### src/rtl/tworail_pkg.sv
package tworail_pkg;
  typedef enum logic [1:0] {
    ST_HUNT  = 2'd0,
    ST_ARMED = 2'd1,
    ST_RECV  = 2'd2
  } rx_state_t;
endpackage

### src/rtl/tworail_sync.sv
module tworail_sync #(
  parameter int STAGES = 2
) (
  input  logic clk,
  input  logic rst,
  input  logic din,
  output logic dout
);
  logic [STAGES-1:0] chain;

  always_ff @(posedge clk) begin
    if (rst) chain <= '0;
    else     chain <= {chain[STAGES-2:0], din};
  end

  assign dout = chain[STAGES-1];
endmodule

### src/rtl/tworail_gap_watch.sv
module tworail_gap_watch #(
  parameter int QUIET_CYCLES = 8
) (
  input  logic clk,
  input  logic rst,
  input  logic enable,
  input  logic quiet,
  output logic gap_ok
);
  localparam int QW = $clog2(QUIET_CYCLES + 1);
  localparam logic [QW-1:0] QMAX = QW'(QUIET_CYCLES);

  logic [QW-1:0] run_len;

  always_ff @(posedge clk) begin
    if (rst || !enable || !quiet) run_len <= '0;
    else if (run_len != QMAX)     run_len <= run_len + 1'b1;
  end

  assign gap_ok = enable && (run_len == QMAX);

  assert_arm_after_quiet_R6: assert property (@(posedge clk) disable iff (rst)
    $rose(gap_ok) |-> $past(quiet));
endmodule

### src/rtl/tworail_slot_timer.sv
module tworail_slot_timer #(
  parameter int BIT_CYCLES = 900000
) (
  input  logic clk,
  input  logic rst,
  input  logic start,
  input  logic run,
  output logic sample
);
  localparam int CW = $clog2(BIT_CYCLES);
  localparam logic [CW-1:0] LAST = CW'(BIT_CYCLES - 1);
  localparam logic [CW-1:0] MID  = CW'(BIT_CYCLES / 2);

  logic [CW-1:0] phase;

  always_ff @(posedge clk) begin
    if (rst)        phase <= '0;
    else if (start) phase <= CW'(1);
    else if (run)   phase <= (phase == LAST) ? '0 : phase + 1'b1;
    else            phase <= '0;
  end

  assign sample = run && (phase == MID);

  assert_phase_range_R8: assert property (@(posedge clk) disable iff (rst)
    phase <= LAST);
endmodule

### src/rtl/tworail_char_rx.sv
module tworail_char_rx
  import tworail_pkg::*;
#(
  parameter int BIT_CYCLES = 900000,
  parameter int DATA_BITS  = 8
) (
  input  logic                 clk,
  input  logic                 rst,
  input  logic                 line_one,
  input  logic                 line_zero,
  output logic [DATA_BITS-1:0] rx_byte,
  output logic                 rx_vld,
  output logic                 rx_par_err,
  output logic                 rx_frm_err
);
  localparam int SLOTS = DATA_BITS + 2;
  localparam int SW    = $clog2(SLOTS);
  localparam logic [SW-1:0] GAP_SLOT = SW'(DATA_BITS + 1);

  logic [1:0] raw_lines, syn_lines;
  logic s_one, s_zero, active, quiet;
  logic gap_ok, sample_now;
  rx_state_t state;
  logic [SW-1:0] slot_idx;
  logic [DATA_BITS:0] shreg;

  assign raw_lines = {line_one, line_zero};

  for (genvar g = 0; g < 2; g++) begin : g_sync
    tworail_sync #(.STAGES(2)) u_sync (
      .clk (clk),
      .rst (rst),
      .din (raw_lines[g]),
      .dout(syn_lines[g])
    );
  end

  assign s_one  = syn_lines[1];
  assign s_zero = syn_lines[0];
  assign active = s_one | s_zero;
  assign quiet  = !active;

  tworail_gap_watch #(.QUIET_CYCLES(BIT_CYCLES / 2)) u_gap (
    .clk   (clk),
    .rst   (rst),
    .enable(state == ST_HUNT),
    .quiet (quiet),
    .gap_ok(gap_ok)
  );

  tworail_slot_timer #(.BIT_CYCLES(BIT_CYCLES)) u_timer (
    .clk   (clk),
    .rst   (rst),
    .start (state == ST_ARMED && active),
    .run   (state == ST_RECV),
    .sample(sample_now)
  );

  always_ff @(posedge clk) begin
    if (rst) begin
      state      <= ST_HUNT;
      slot_idx   <= '0;
      shreg      <= '0;
      rx_byte    <= '0;
      rx_vld     <= 1'b0;
      rx_par_err <= 1'b0;
      rx_frm_err <= 1'b0;
    end else begin
      rx_vld     <= 1'b0;
      rx_frm_err <= 1'b0;
      case (state)
        ST_HUNT: if (gap_ok) state <= ST_ARMED;
        ST_ARMED: begin
          if (active) begin
            state    <= ST_RECV;
            slot_idx <= '0;
          end
        end
        ST_RECV: begin
          if (sample_now) begin
            if (slot_idx != GAP_SLOT) begin
              if (s_one ^ s_zero) begin
                shreg    <= {s_one, shreg[DATA_BITS:1]};
                slot_idx <= slot_idx + 1'b1;
              end else begin
                rx_frm_err <= 1'b1;
                state      <= ST_HUNT;
              end
            end else if (quiet) begin
              rx_byte    <= shreg[DATA_BITS-1:0];
              rx_par_err <= shreg[DATA_BITS] ^ (^shreg[DATA_BITS-1:0]);
              rx_vld     <= 1'b1;
              state      <= ST_ARMED;
            end else begin
              rx_frm_err <= 1'b1;
              state      <= ST_HUNT;
            end
          end
        end
        default: state <= ST_HUNT;
      endcase
    end
  end

  assert_vld_single_R9: assert property (@(posedge clk) disable iff (rst)
    rx_vld |=> !rx_vld);
  assert_vld_frm_exclusive_R9: assert property (@(posedge clk) disable iff (rst)
    !(rx_vld && rx_frm_err));
  assert_frm_to_hunt_R7: assert property (@(posedge clk) disable iff (rst)
    rx_frm_err |-> state == ST_HUNT);
  assert_vld_rearms_R5: assert property (@(posedge clk) disable iff (rst)
    rx_vld |-> state == ST_ARMED);
endmodule

### config.mk
export PLATFORM = sky130hd
export DESIGN_NAME = tworail_char_rx
export DESIGN_NICKNAME = d
export VERILOG_FILES = /design/src/rtl/tworail_pkg.sv /design/src/rtl/tworail_sync.sv /design/src/rtl/tworail_gap_watch.sv /design/src/rtl/tworail_slot_timer.sv /design/src/rtl/tworail_char_rx.sv
export SDC_FILE = /design/constraint.sdc
export NUM_CORES = 1
export LEC_CHECK = 0
export ABC_CLOCK_PERIOD_IN_PS = 5000
export BUFFER_PORTS_ARGS = -buffer_cell sky130_fd_sc_hd__buf_2
export CORE_MARGIN = 5
export CORE_UTILIZATION = 45
export DETAILED_ROUTE_END_ITERATION = 8
export GPL_ROUTABILITY_DRIVEN = 0
export HOLD_SLACK_MARGIN = 0.12
export PLACE_DENSITY = 0.65
export SYNTH_ARGS = -nofsm -noshare
export SYNTH_HDL_FRONTEND = slang
export SYNTH_SLANG_ARGS = --single-unit
### constraint.sdc
create_clock -name clk -period 5 [get_ports clk]
set_clock_uncertainty 0.15 [all_clocks]
set_input_delay 0 -clock clk [delete_from_list [all_inputs] [get_ports clk]]
set_output_delay 0 -clock clk [all_outputs]
set_load 0.05 [all_outputs]
==> impl_metrics.yaml, run 1 <==
status:
  status: "completed"
yosys:
  synth_top_area_cell: "dfxtp_1"
  synthFlopType: "dfxtp_1"
  syn_area_sq_um: 3020
  ys_warn_count: 0
  avgSynthCellArea_sq_um: 8.59
  netlist.area_leader.share_pct: 45.8
  synthTopCellsByArea: "dfxtp_1, xor2_1, nor2_1"
  synth_edf_count: 0
  synthDistinctLibCells: 32
  synth_seq_area_share_pct: 45.8
  synthesis.instances: 351
  syn_nets: 362
  ys_ff_latch: 69
  synthArstFlopShare_pct: 0
clock_network:
  clkSlewWorstSetupHoldPaths_ns: 0.08
  cts_sinks: 69
  cts_tree: "yes"
  ctsRootBufferMaster: "clkbuf_8"
  h-tree-depth: 3
  hold_buffers: 5
  post_cts_buffers: 0
  cts_resized: 0
  clock_latency_ns: 0.35
  cts_buffers: 9
  clockBufferDepth: 2
floorplan:
  die_x_um: 91.9
  die_area_sq_um: 8440
  start_util_pct: 47.0
  die_y_um: 91.9
  core_area_sq_um: 6420
  rows: 29
  io_pins: 15
timing:
  finalCriticalPeriod_ns: 2.76
  fin_crit_sh_pct: 55.2
  worst_pin_slew_ns: 1.19
  tns_ns: 0
  whs_ns: 0.304
  fmax_mhz: 363
  slew_viol_final: 0
  rsz0062_at_grt: "false"
  finalSetupViolations: 0
  finalHoldViolations: 0
  slew_headroom_pct: 19.7
worst_setup_path:
  arrival_ns: 2.89
  startpoint_type: "register"
  crit_type: "register to register"
  crit_fanout: 15
  worst_ep_required_time_ns: 5.13
  end_kind: "register"
global_route:
  antenna_found_initial: 0
  grt_overflow: 0
  grt_pass1_wl_mm: 10.4
  use_met2_pct: 22.6
  grt_util_met1_pct: 19.8
  busiest_layer: "met2"
  grt_max_degree: 34
  first_global_vias: 2191
  grt.total_usage_pct: 15.0
  gr-usage-met3_pct: 5.16
detailed_routing:
  drc: 0
  wl_per_cell_um: 12.9
  drtAntennaViolNets: 0
  drt_pass1_iterations: 4
  drt_iter0_drc: 127
  avgViaCountPerCell: 5.25
  drt_wl_total_mm: 5.84
  via_count: 2380
finish:
  nFillCells: 611
  post-route-cell-area_sq_um: 3380
  num_antenna_cells: 0
  layout.nets: 382
  seq_area_sq_um: 1380
  multi_input_area_sq_um: 1550
  final_layout_size_suffix_gt1_share_pct: 9.57
  syn2layout_area_growth_pct: 12.2
  final_common_cell: "dfxtp_1"
  final_cell_mix: "dfxtp_1, nor2_1, nand2_1, xor2_1, a21oi_1"
power:
  cellLeakagePower_nw: 1.13
  max-vdd-ir-drop_uv: 174
  power_density_nw_per_um2: 293
place:
  place.detailed.hpwl_mm: 3.95
  dpl_cell_area_sq_um: 3150
  portBuffers: 14
run:
  max_cap_violations: 0
worst_hold_path:
  hold_path.class: "register to register"
-- state kept, by name, indices dropped and copies added (netlist names) --
signal / count
rx_byte: 8
g_sync.u_sync.chain: 4
slot_idx: 4
shreg: 9
rx_vld: 1
u_gap.run_len: 19
rx_frm_err: 1
u_timer.phase: 20
state: 2
rx_par_err: 1
-- routing by layer --
layer  vias up  part of all wire (%)
met3        12                   4.0
met1      1109                    49
li1       1221                     -
met2        38                    46
met4         0                   1.8
met5         -                     0
-- worst paths after layout --
kind,start,end,slack [ns],cells past startpoint
hold / removal,g_sync[0].u_sync.chain[0],g_sync[0].u_sync.chain[1],0.30,1
setup reg to reg,u_timer.phase[8],slot_idx[1],2.24,5
hold reg to reg,g_sync[0].u_sync.chain[0],g_sync[0].u_sync.chain[1],0.30,1
setup / recovery,u_timer.phase[8],slot_idx[1],2.24,5
-- cells in the mapped netlist, types with 2 or more instances --
library cell,n
dfxtp_1,69
nor2_1,50
nand2_1,42
xor2_1,24
a21oi_1,20
nand3_1,18
xnor2_1,16
inv_1,13
nand4_1,12
nor3_1,12
mux2i_1,9
clkbuf_1,8
ha_1,7
nor2b_1,7
nor4_1,6
o21ai_0,5
or3_1,5
and3_1,4
and2_1,3
buf_2,3
nand2b_1,3
nor4b_1,3
or4_1,2
or4_4,2
-- critical path, stage by stage, from the launching register on --
cell and delay [ns]:
dfxtp_1 0.39, nand4_1 0.13, or4_4 0.57, or4_1 0.81
or4_4 0.51, a21oi_2 0.13
-- metrics by stage --
step | total power (W) | utilization, % | cells | worst slack (ns)
2_1_floorplan | 0.000581 | - | 351 | 2.59
3_3_place_gp | 0.000587 | 49.1 | 432 | 2.26
3_5_place_dp | 0.000587 | 49.1 | 432 | 2.24
4_1_cts | 0.00101 | 52.7 | 453 | 2.23
5_1_grt | 0.00104 | 52.7 | 453 | 2.07
6_report | 0.000991 | 52.7 | 453 | 2.24
-- cell families (layout without fill, tap and decap cells) --
group,count (synthesis),after routing,synth area share [%]
buffers and inverters,24,49,3.11
xor gates and xnor gates,41,41,12.4
DFF,69,69,45.8
muxes,9,9,2.99
and+or+nand+nor,173,173,28.0
AOI/OAI and AO/OA,28,28,4.89
adders and majority gates,7,7,2.90
-- cell type report --
type	count	share of cell area [%]
Inverter	13	1.44
Clock inverter	7	1.70
Tap cell	77	2.85
Clock buffer	9	3.66
Multi-Input combinational cell	258	45.7
Timing Repair Buffer	20	3.77
Sequential cell	69	40.8
-- where the power goes --
group / total [W] / internal (W) / switching (W) / leakage [nW]
combinational: 0.0000216 / 0.00000842 / 0.0000131 / 0.493
clock: 0.000415 / 0.000185 / 0.000230 / 0.0829
sequential: 0.000555 / 0.000552 / 0.00000256 / 0.557
No activity file was read; power rests on OpenSTA's default activity.
==> inputs of run 2 (changes only) <==
--- a/config.mk
+++ b/config.mk
@@ -5,14 +5,15 @@
 export SDC_FILE = /design/constraint.sdc
 export NUM_CORES = 1
 export LEC_CHECK = 0
-export ABC_CLOCK_PERIOD_IN_PS = 5000
+export ABC_AREA = 1
+export ABC_CLOCK_PERIOD_IN_PS = 2900
 export BUFFER_PORTS_ARGS = -buffer_cell sky130_fd_sc_hd__buf_2
 export CORE_MARGIN = 5
 export CORE_UTILIZATION = 45
 export DETAILED_ROUTE_END_ITERATION = 8
 export GPL_ROUTABILITY_DRIVEN = 0
 export HOLD_SLACK_MARGIN = 0.12
-export PLACE_DENSITY = 0.65
+export PLACE_DENSITY = 0.64
 export SYNTH_ARGS = -nofsm -noshare
 export SYNTH_HDL_FRONTEND = slang
 export SYNTH_SLANG_ARGS = --single-unit
==> constraint.sdc (replaced) <==
create_clock -name clk -period 2.9 [get_ports clk]
set_clock_uncertainty 0.15 [all_clocks]
set_input_delay 0 -clock clk [delete_from_list [all_inputs] [get_ports clk]]
set_output_delay 0 -clock clk [all_outputs]
set_load 0.05 [all_outputs]
==> run 2 against run 1 <==
  * Via count rose by 27%
  * Total power rose by 70%
  * Non-clock buffer count did not move
  * Critical path depth rose by 3
  * Critical endpoint unchanged
  * Highest routed layer unchanged
==> impl_metrics.yaml, run 2 <==
floorplan:
  core_area_sq_um: 7610
  start_util_pct: 45.6
  rows: 32
  die_area_sq_um: 9560
  die_y_um: 97.8
  io_pins: 15
  die_x_um: 97.8
timing:
  fin_crit_sh_pct: 68.2
  slew_headroom_pct: 75.0
  fmax_mhz: 505
  worst_pin_slew_ns: 0.374
  tns_ns: 0
  finalHoldViolations: 0
  slew_viol_final: 0
  finalCriticalPeriod_ns: 1.98
  rsz0062_at_grt: "false"
  finalSetupViolations: 0
finish:
  fin_cells: 625
  seq_area_sq_um: 1380
  largest_register: "u_timer.phase"
  largest_reg_flops: 20
  num_antenna_cells: 0
  layout.nets: 529
  final_layout_size_suffix_gt1_share_pct: 10.1
  final_common_cell: "nand2_1"
  multi_input_area_sq_um: 1770
  nFillCells: 769
  final_cell_mix: "nand2_1, nor2_1, dfxtp_1, inv_1, a21oi_1"
  syn2layout_area_growth_pct: 10.2
  top_regs: "u_timer.phase x20, u_gap.run_len x19, shreg x9"
power:
  cellLeakagePower_nw: 1.53
  p_seq_share_pct: 56.7
  switchingPower_w: 0.000382
  p_int_w: 0.00130
  sw_frac_of_total_pct: 22.6
  max-vdd-ir-drop_uv: 347
  p_clk_share_pct: 40.8
  p_comb_share_pct: 2.5
  power_density_nw_per_um2: 441
global_route:
  grt.total_usage_pct: 16.1
  first_global_vias: 2840
  grt_overflow: 0
  antenna_found_initial: 0
  grt_max_degree: 25
  grt_pass1_wl_mm: 12.8
worst_setup_path:
  startpoint_type: "register"
  rr_worst_depth: 8
  r2r_start: "u_timer.phase[0]"
  end_kind: "register"
  worst_ep_required_time_ns: 2.99
  crit_fanout: 14
  crit_start: "u_timer.phase[0]"
  crit_type: "register to register"
  arrival_ns: 2.07
yosys:
  synthesis.instances: 497
  syn_nets: 508
  synthDistinctLibCells: 34
  synth.most_common_cell: "nand2_1"
  synth_edf_count: 0
  synth_top_area_cell: "dfxtp_1"
  synthTopCellsByArea: "dfxtp_1, nand2_1, nor2_1"
  avgSynthCellArea_sq_um: 6.98
  yosys-top-cells-count: "nand2_1, nor2_1, dfxtp_1, inv_1, a21oi_1"
  synth_seq_area_share_pct: 39.8
  synthArstFlopShare_pct: 0
  ys_warn_count: 0
  syn_area_sq_um: 3470
  netlist.area_leader.share_pct: 39.8
  synthFlopType: "dfxtp_1"
  ys_ff_latch: 69
detailed_routing:
  drt_pass1_iterations: 4
  drtAntennaViolNets: 0
  drt_iter0_drc: 175
  wl_per_cell_um: 11.6
  avgViaCountPerCell: 4.82
  drt_wl_total_mm: 7.27
  via_count: 3011
  drc: 0
worst_hold_path:
  worstHoldStart: "g_sync[0].u_sync.chain[0]"
  worstHoldPathCells: 2
  hold_path.class: "register to register"
clock_network:
  cts_resized: 0
  ctsRootBufferMaster: "clkbuf_8"
  cts_tree: "yes"
  clock_latency_ns: 0.34
  h-tree-depth: 3
  cts_sinks: 69
  clkSlewWorstSetupHoldPaths_ns: 0.07
  clockBufferDepth: 2
  cts_buffers: 9
place:
  place.detailed.hpwl_mm: 5.37
  portBuffers: 14
  dpl.cell_count: 604
status:
  status: "completed"
run:
  max_cap_violations: 0
==> run 2: cell types whose count changed after synthesis, moves of 7 or more <==
cell | previous run | this run
nor3_1 | 12 | 23
nor2_1 | 50 | 86
inv_1 | 13 | 60
xor2_1 | 24 | 10
mux2i_1 | 9 | 0
xnor2_1 | 16 | 8
nand2_1 | 42 | 90
nor2b_1 | 7 | 0
clkbuf_1 | 8 | 1
a21oi_1 | 20 | 32
nand3_1 | 18 | 30
o21ai_0 | 5 | 27
==> run 2: cell type report <==
| cell class | instances | area share [%] |
|---|---|---|
| multi-input combinational | 352 | 46.2 |
| sequential | 69 | 36.1 |
| inverter | 66 | 6.55 |
| clock buffer | 13 | 3.90 |
| timing repair buffer | 20 | 3.34 |
| tap | 102 | 3.34 |
| clock inverter | 3 | 0.556 |
==> run 2: repair_timing <==
item | 4_1_cts | 5_1_grt
hold buffers | 5 | 0
endpoints found under the hold margin | 14 | 0
setup buffers | 0 | 0
==> run 2: metal layers <==
metal / vias up / track usage (%) / part of all wire, %
li1: 1626 / - / -
met1: 1332 / 20.4 / 48
met2: 40 / 26.7 / 47
met3: 13 / 4.43 / 3.3
met4: 0 / 5.11 / 1.9
met5: - / 0 / 0
==> run 2: path summary, 6_finish.rpt <==
| kind | to | slack [ns] |
|---|---|---|
| hold / removal | g_sync[0].u_sync.chain[1] | 0.25 |
| hold reg to reg | g_sync[0].u_sync.chain[1] | 0.25 |
| setup / recovery | slot_idx[1] | 0.92 |
| setup reg to reg | slot_idx[1] | 0.92 |
==> run 2: cells by family after synthesis <==
family,synth area share [%]
adder cells (fa/ha/maj),2.53
flip-flops,39.8
AO/OA/AOI/OAI,10.0
XOR/XNOR,4.55
buffers and inverters,9.27
AND/OR/NAND/NOR,33.8
==> run 2: worst max-delay path: stages, from the launching register on <==
cell,delay [ns]
dfxtp_1,0.36
inv_1,0.13
ha_1,0.15
nand2_1,0.07
nor3_1,0.24
nand4_2,0.35
nand2_2,0.24
o21a_1,0.14
nor2_1,0.04
==> run 2: power by group through the flow <==
stage          registers [W]   logic, W  clock network, W
2_1_floorplan       0.000977  0.0000276                 0
3_3_place_gp        0.000978  0.0000360                 0
4_1_cts             0.000956  0.0000416          0.000715
5_1_grt             0.000957  0.0000479          0.000753
6_report            0.000956  0.0000418          0.000687
3_5_place_dp        0.000978  0.0000363                 0
==> run 2: stage by stage <==
step	hold slack (ns)	power, W	setup slack, ns	cell area [sq um]	utilization, %
after floorplan	-0.0430	0.00100	1.24	3470	-
after global placement	0.0548	0.00101	0.980	3600	47.4
after detailed placement	0.0666	0.00101	0.925	3600	47.4
after CTS	0.257	0.00171	0.911	3820	50.2
after global routing	0.286	0.00176	0.639	3820	50.2
final	0.253	0.00169	0.921	3820	50.2
==> inputs of run 3 (changes only) <==
--- a/config.mk
+++ b/config.mk
@@ -5,15 +5,15 @@
 export SDC_FILE = /design/constraint.sdc
 export NUM_CORES = 1
 export LEC_CHECK = 0
-export ABC_AREA = 1
-export ABC_CLOCK_PERIOD_IN_PS = 2900
+export ABC_AREA = 0
+export ABC_CLOCK_PERIOD_IN_PS = 1900
 export BUFFER_PORTS_ARGS = -buffer_cell sky130_fd_sc_hd__buf_2
 export CORE_MARGIN = 5
 export CORE_UTILIZATION = 45
 export DETAILED_ROUTE_END_ITERATION = 8
 export GPL_ROUTABILITY_DRIVEN = 0
 export HOLD_SLACK_MARGIN = 0.12
-export PLACE_DENSITY = 0.64
+export PLACE_DENSITY = 0.65
 export SYNTH_ARGS = -nofsm -noshare
 export SYNTH_HDL_FRONTEND = slang
 export SYNTH_SLANG_ARGS = --single-unit
==> constraint.sdc (replaced) <==
create_clock -name clk -period 1.9 [get_ports clk]
set_clock_uncertainty 0.15 [all_clocks]
set_input_delay 0 -clock clk [delete_from_list [all_inputs] [get_ports clk]]
set_output_delay 0 -clock clk [all_outputs]
set_load 0.05 [all_outputs]
==> run 3 against run 2 <==
  * The run now ends with setup timing left
  * Sequential share of layout area is 2.3 points lower
  * Via count decreased by 13%
  * Die area down 12%
  * First-iteration DRC count decreased by 35%
  * Global-route usage grew 1.1 points
  * Final cell count down 19%
  * Largest cell class unchanged
  * Largest power group is now clock
  * Highest routed layer unchanged
==> impl_metrics.yaml, run 3 (same netlist as run 1, synthesis figures left out) <==
finish:
  final_common_cell: "dfxtp_1"
  top_regs: "u_timer.phase x20, u_gap.run_len x19, shreg x9"
  final_cell_mix: "dfxtp_1, buf_4, nor2_1, nand2_1, xor2_1"
  post-route-cell-area_sq_um: 4110
  final_layout_size_suffix_gt1_share_pct: 28.3
  syn2layout_area_growth_pct: 36.4
  largest_register: "u_timer.phase"
  largest_reg_flops: 20
  num_antenna_cells: 0
  fin_cells: 505
  final_util_pct: 64.1
  layout.nets: 434
  nFillCells: 536
timing:
  fmax_mhz: 449
  fin_ws_ns: -0.330
  rsz0062_at_grt: "true"
  slew_viol_final: 0
  whs_ns: 0.300
  finalHoldViolations: 0
  fin_crit_sh_pct: 117
  worst_pin_slew_ns: 0.414
  finalSetupViolations: 42
  finalCriticalPeriod_ns: 2.23
  slew_headroom_pct: 72.3
detailed_routing:
  drt_pass1_iterations: 4
  drtAntennaViolNets: 0
  drc: 0
  via_count: 2605
  avgViaCountPerCell: 5.16
  drt_wl_total_mm: 6.89
  drt_iter0_drc: 114
  wl_per_cell_um: 13.7
power:
  max-vdd-ir-drop_uv: 793
  power_density_nw_per_um2: 738
  cellLeakagePower_nw: 1.55
worst_setup_path:
  worstPathCellList: "nand4_1, or4_4, or4_4, or4_4, a21oi_2"
  worst_ep_required_time_ns: 2.03
  crit_type: "register to register"
  arrival_ns: 2.36
  max_stage_delay_ns: 0.53
  end_kind: "register"
  crit_fanout: 2
  startpoint_type: "register"
  r2r_slack_ns: -0.33
  crit_path_top_delay_cell: "or4_4"
  crit_top_cell: "or4_4"
global_route:
  grt_max_degree: 15
  first_global_vias: 2444
  grt_pass1_wl_mm: 11.6
  grt_overflow: 0
  grt.total_usage_pct: 17.2
  antenna_found_initial: 0
clock_network:
  cts_sinks: 69
  clock_latency_ns: 0.35
  clkSlewWorstSetupHoldPaths_ns: 0.08
  cts_buffers: 9
  ctsRootBufferMaster: "clkbuf_8"
  clockBufferDepth: 2
  cts_tree: "yes"
  h-tree-depth: 3
floorplan:
  die_area_sq_um: 8440
  start_util_pct: 47.0
  core_area_sq_um: 6420
  rows: 29
  die_x_um: 91.9
  die_y_um: 91.9
  io_pins: 15
place:
  dpl_cell_area_sq_um: 3520
  portBuffers: 14
  dp_slack_ns: -0.351
  dpl.cell_count: 478
  place.detailed.hpwl_mm: 4.53
run:
  max_cap_violations: 0
status:
  violations: "setup timing"
  status: "finished, violations left"
worst_hold_path:
  hold_path.class: "register to register"
[run 3: cell count changes in the layout (fill, tap and decap cells not counted), moves of 8 or more]
cell and delta:
buf_4 +41, xnor2_1 +8, nand3_1 -12, nor2_1 -45, o21ai_0 -23, xor2_1 +14
a21oi_1 -12, mux2i_1 +9, nand2_1 -51, inv_1 -47, nor3_1 -13
[run 3: path summary, 6_finish.rpt]
kind / from / to / cells after the start
setup / recovery: u_timer.phase[4] / slot_idx[1] / 5
hold reg to reg: g_sync[0].u_sync.chain[0] / g_sync[0].u_sync.chain[1] / 1
setup reg to reg: u_timer.phase[4] / slot_idx[1] / 5
hold / removal: g_sync[0].u_sync.chain[0] / g_sync[0].u_sync.chain[1] / 1
[run 3: stage by stage]
stage | power [W] | setup TNS, ns
final | 0.00304 | -6.17
after global routing | 0.00316 | -8.90
after CTS | 0.00307 | -4.07
after detailed placement | 0.00156 | -5.28
after global placement | 0.00155 | -4.45
after floorplan | 0.00153 | -4.11
[run 3: critical path: cells and delay by family, from the launching register on]
kind,cells,cell delay [ns]
AOI/OAI and AO/OA,1,0.12
and+or+nand+nor,4,1.55
DFF,1,0.33
[run 3: power by group]
group,internal (W),switching (W),total [W],leakage [nW]
clock network,0.000945,0.000559,0.00150,0.126
registers,0.00145,0.00000670,0.00146,0.560
logic,0.0000311,0.0000396,0.0000707,0.861
total,0.00243,0.000606,0.00304,1.55
[run 3: timing repair]
| action | CTS | global route |
|---|---|---|
| endpoints found under the hold margin | 32 | 0 |
| buffers inserted | 1 | 3 |
| hold buffers | 5 | 0 |
| pin swaps | 6 | 15 |
| resized for setup | 21 | 30 |
| gates cloned | 2 | 2 |
| endpoints found under the setup margin | 45 | 50 |
[run 3: metal layers]
| layer | vias up | part of all wire (%) | track usage, % |
|---|---|---|---|
| met5 | - | 0 | 0 |
| met4 | 0 | 2.0 | 7.05 |
| met3 | 11 | 3.7 | 5.48 |
| met2 | 47 | 49 | 26.6 |
| met1 | 1222 | 46 | 22.2 |
| li1 | 1325 | - | - |
[run 3: cell type report]
| class | instances | area, sq um | share of cell area (%) |
|---|---|---|---|
| multi-input combinational | 258 | 1720 | 41.8 |
| sequential | 69 | 1390 | 33.8 |
| timing repair buffer | 72 | 599 | 14.6 |
| clock buffer | 11 | 151 | 3.68 |
| clock inverter | 5 | 106 | 2.59 |
| tap | 77 | 96.3 | 2.34 |
| inverter | 13 | 48.8 | 1.19 |
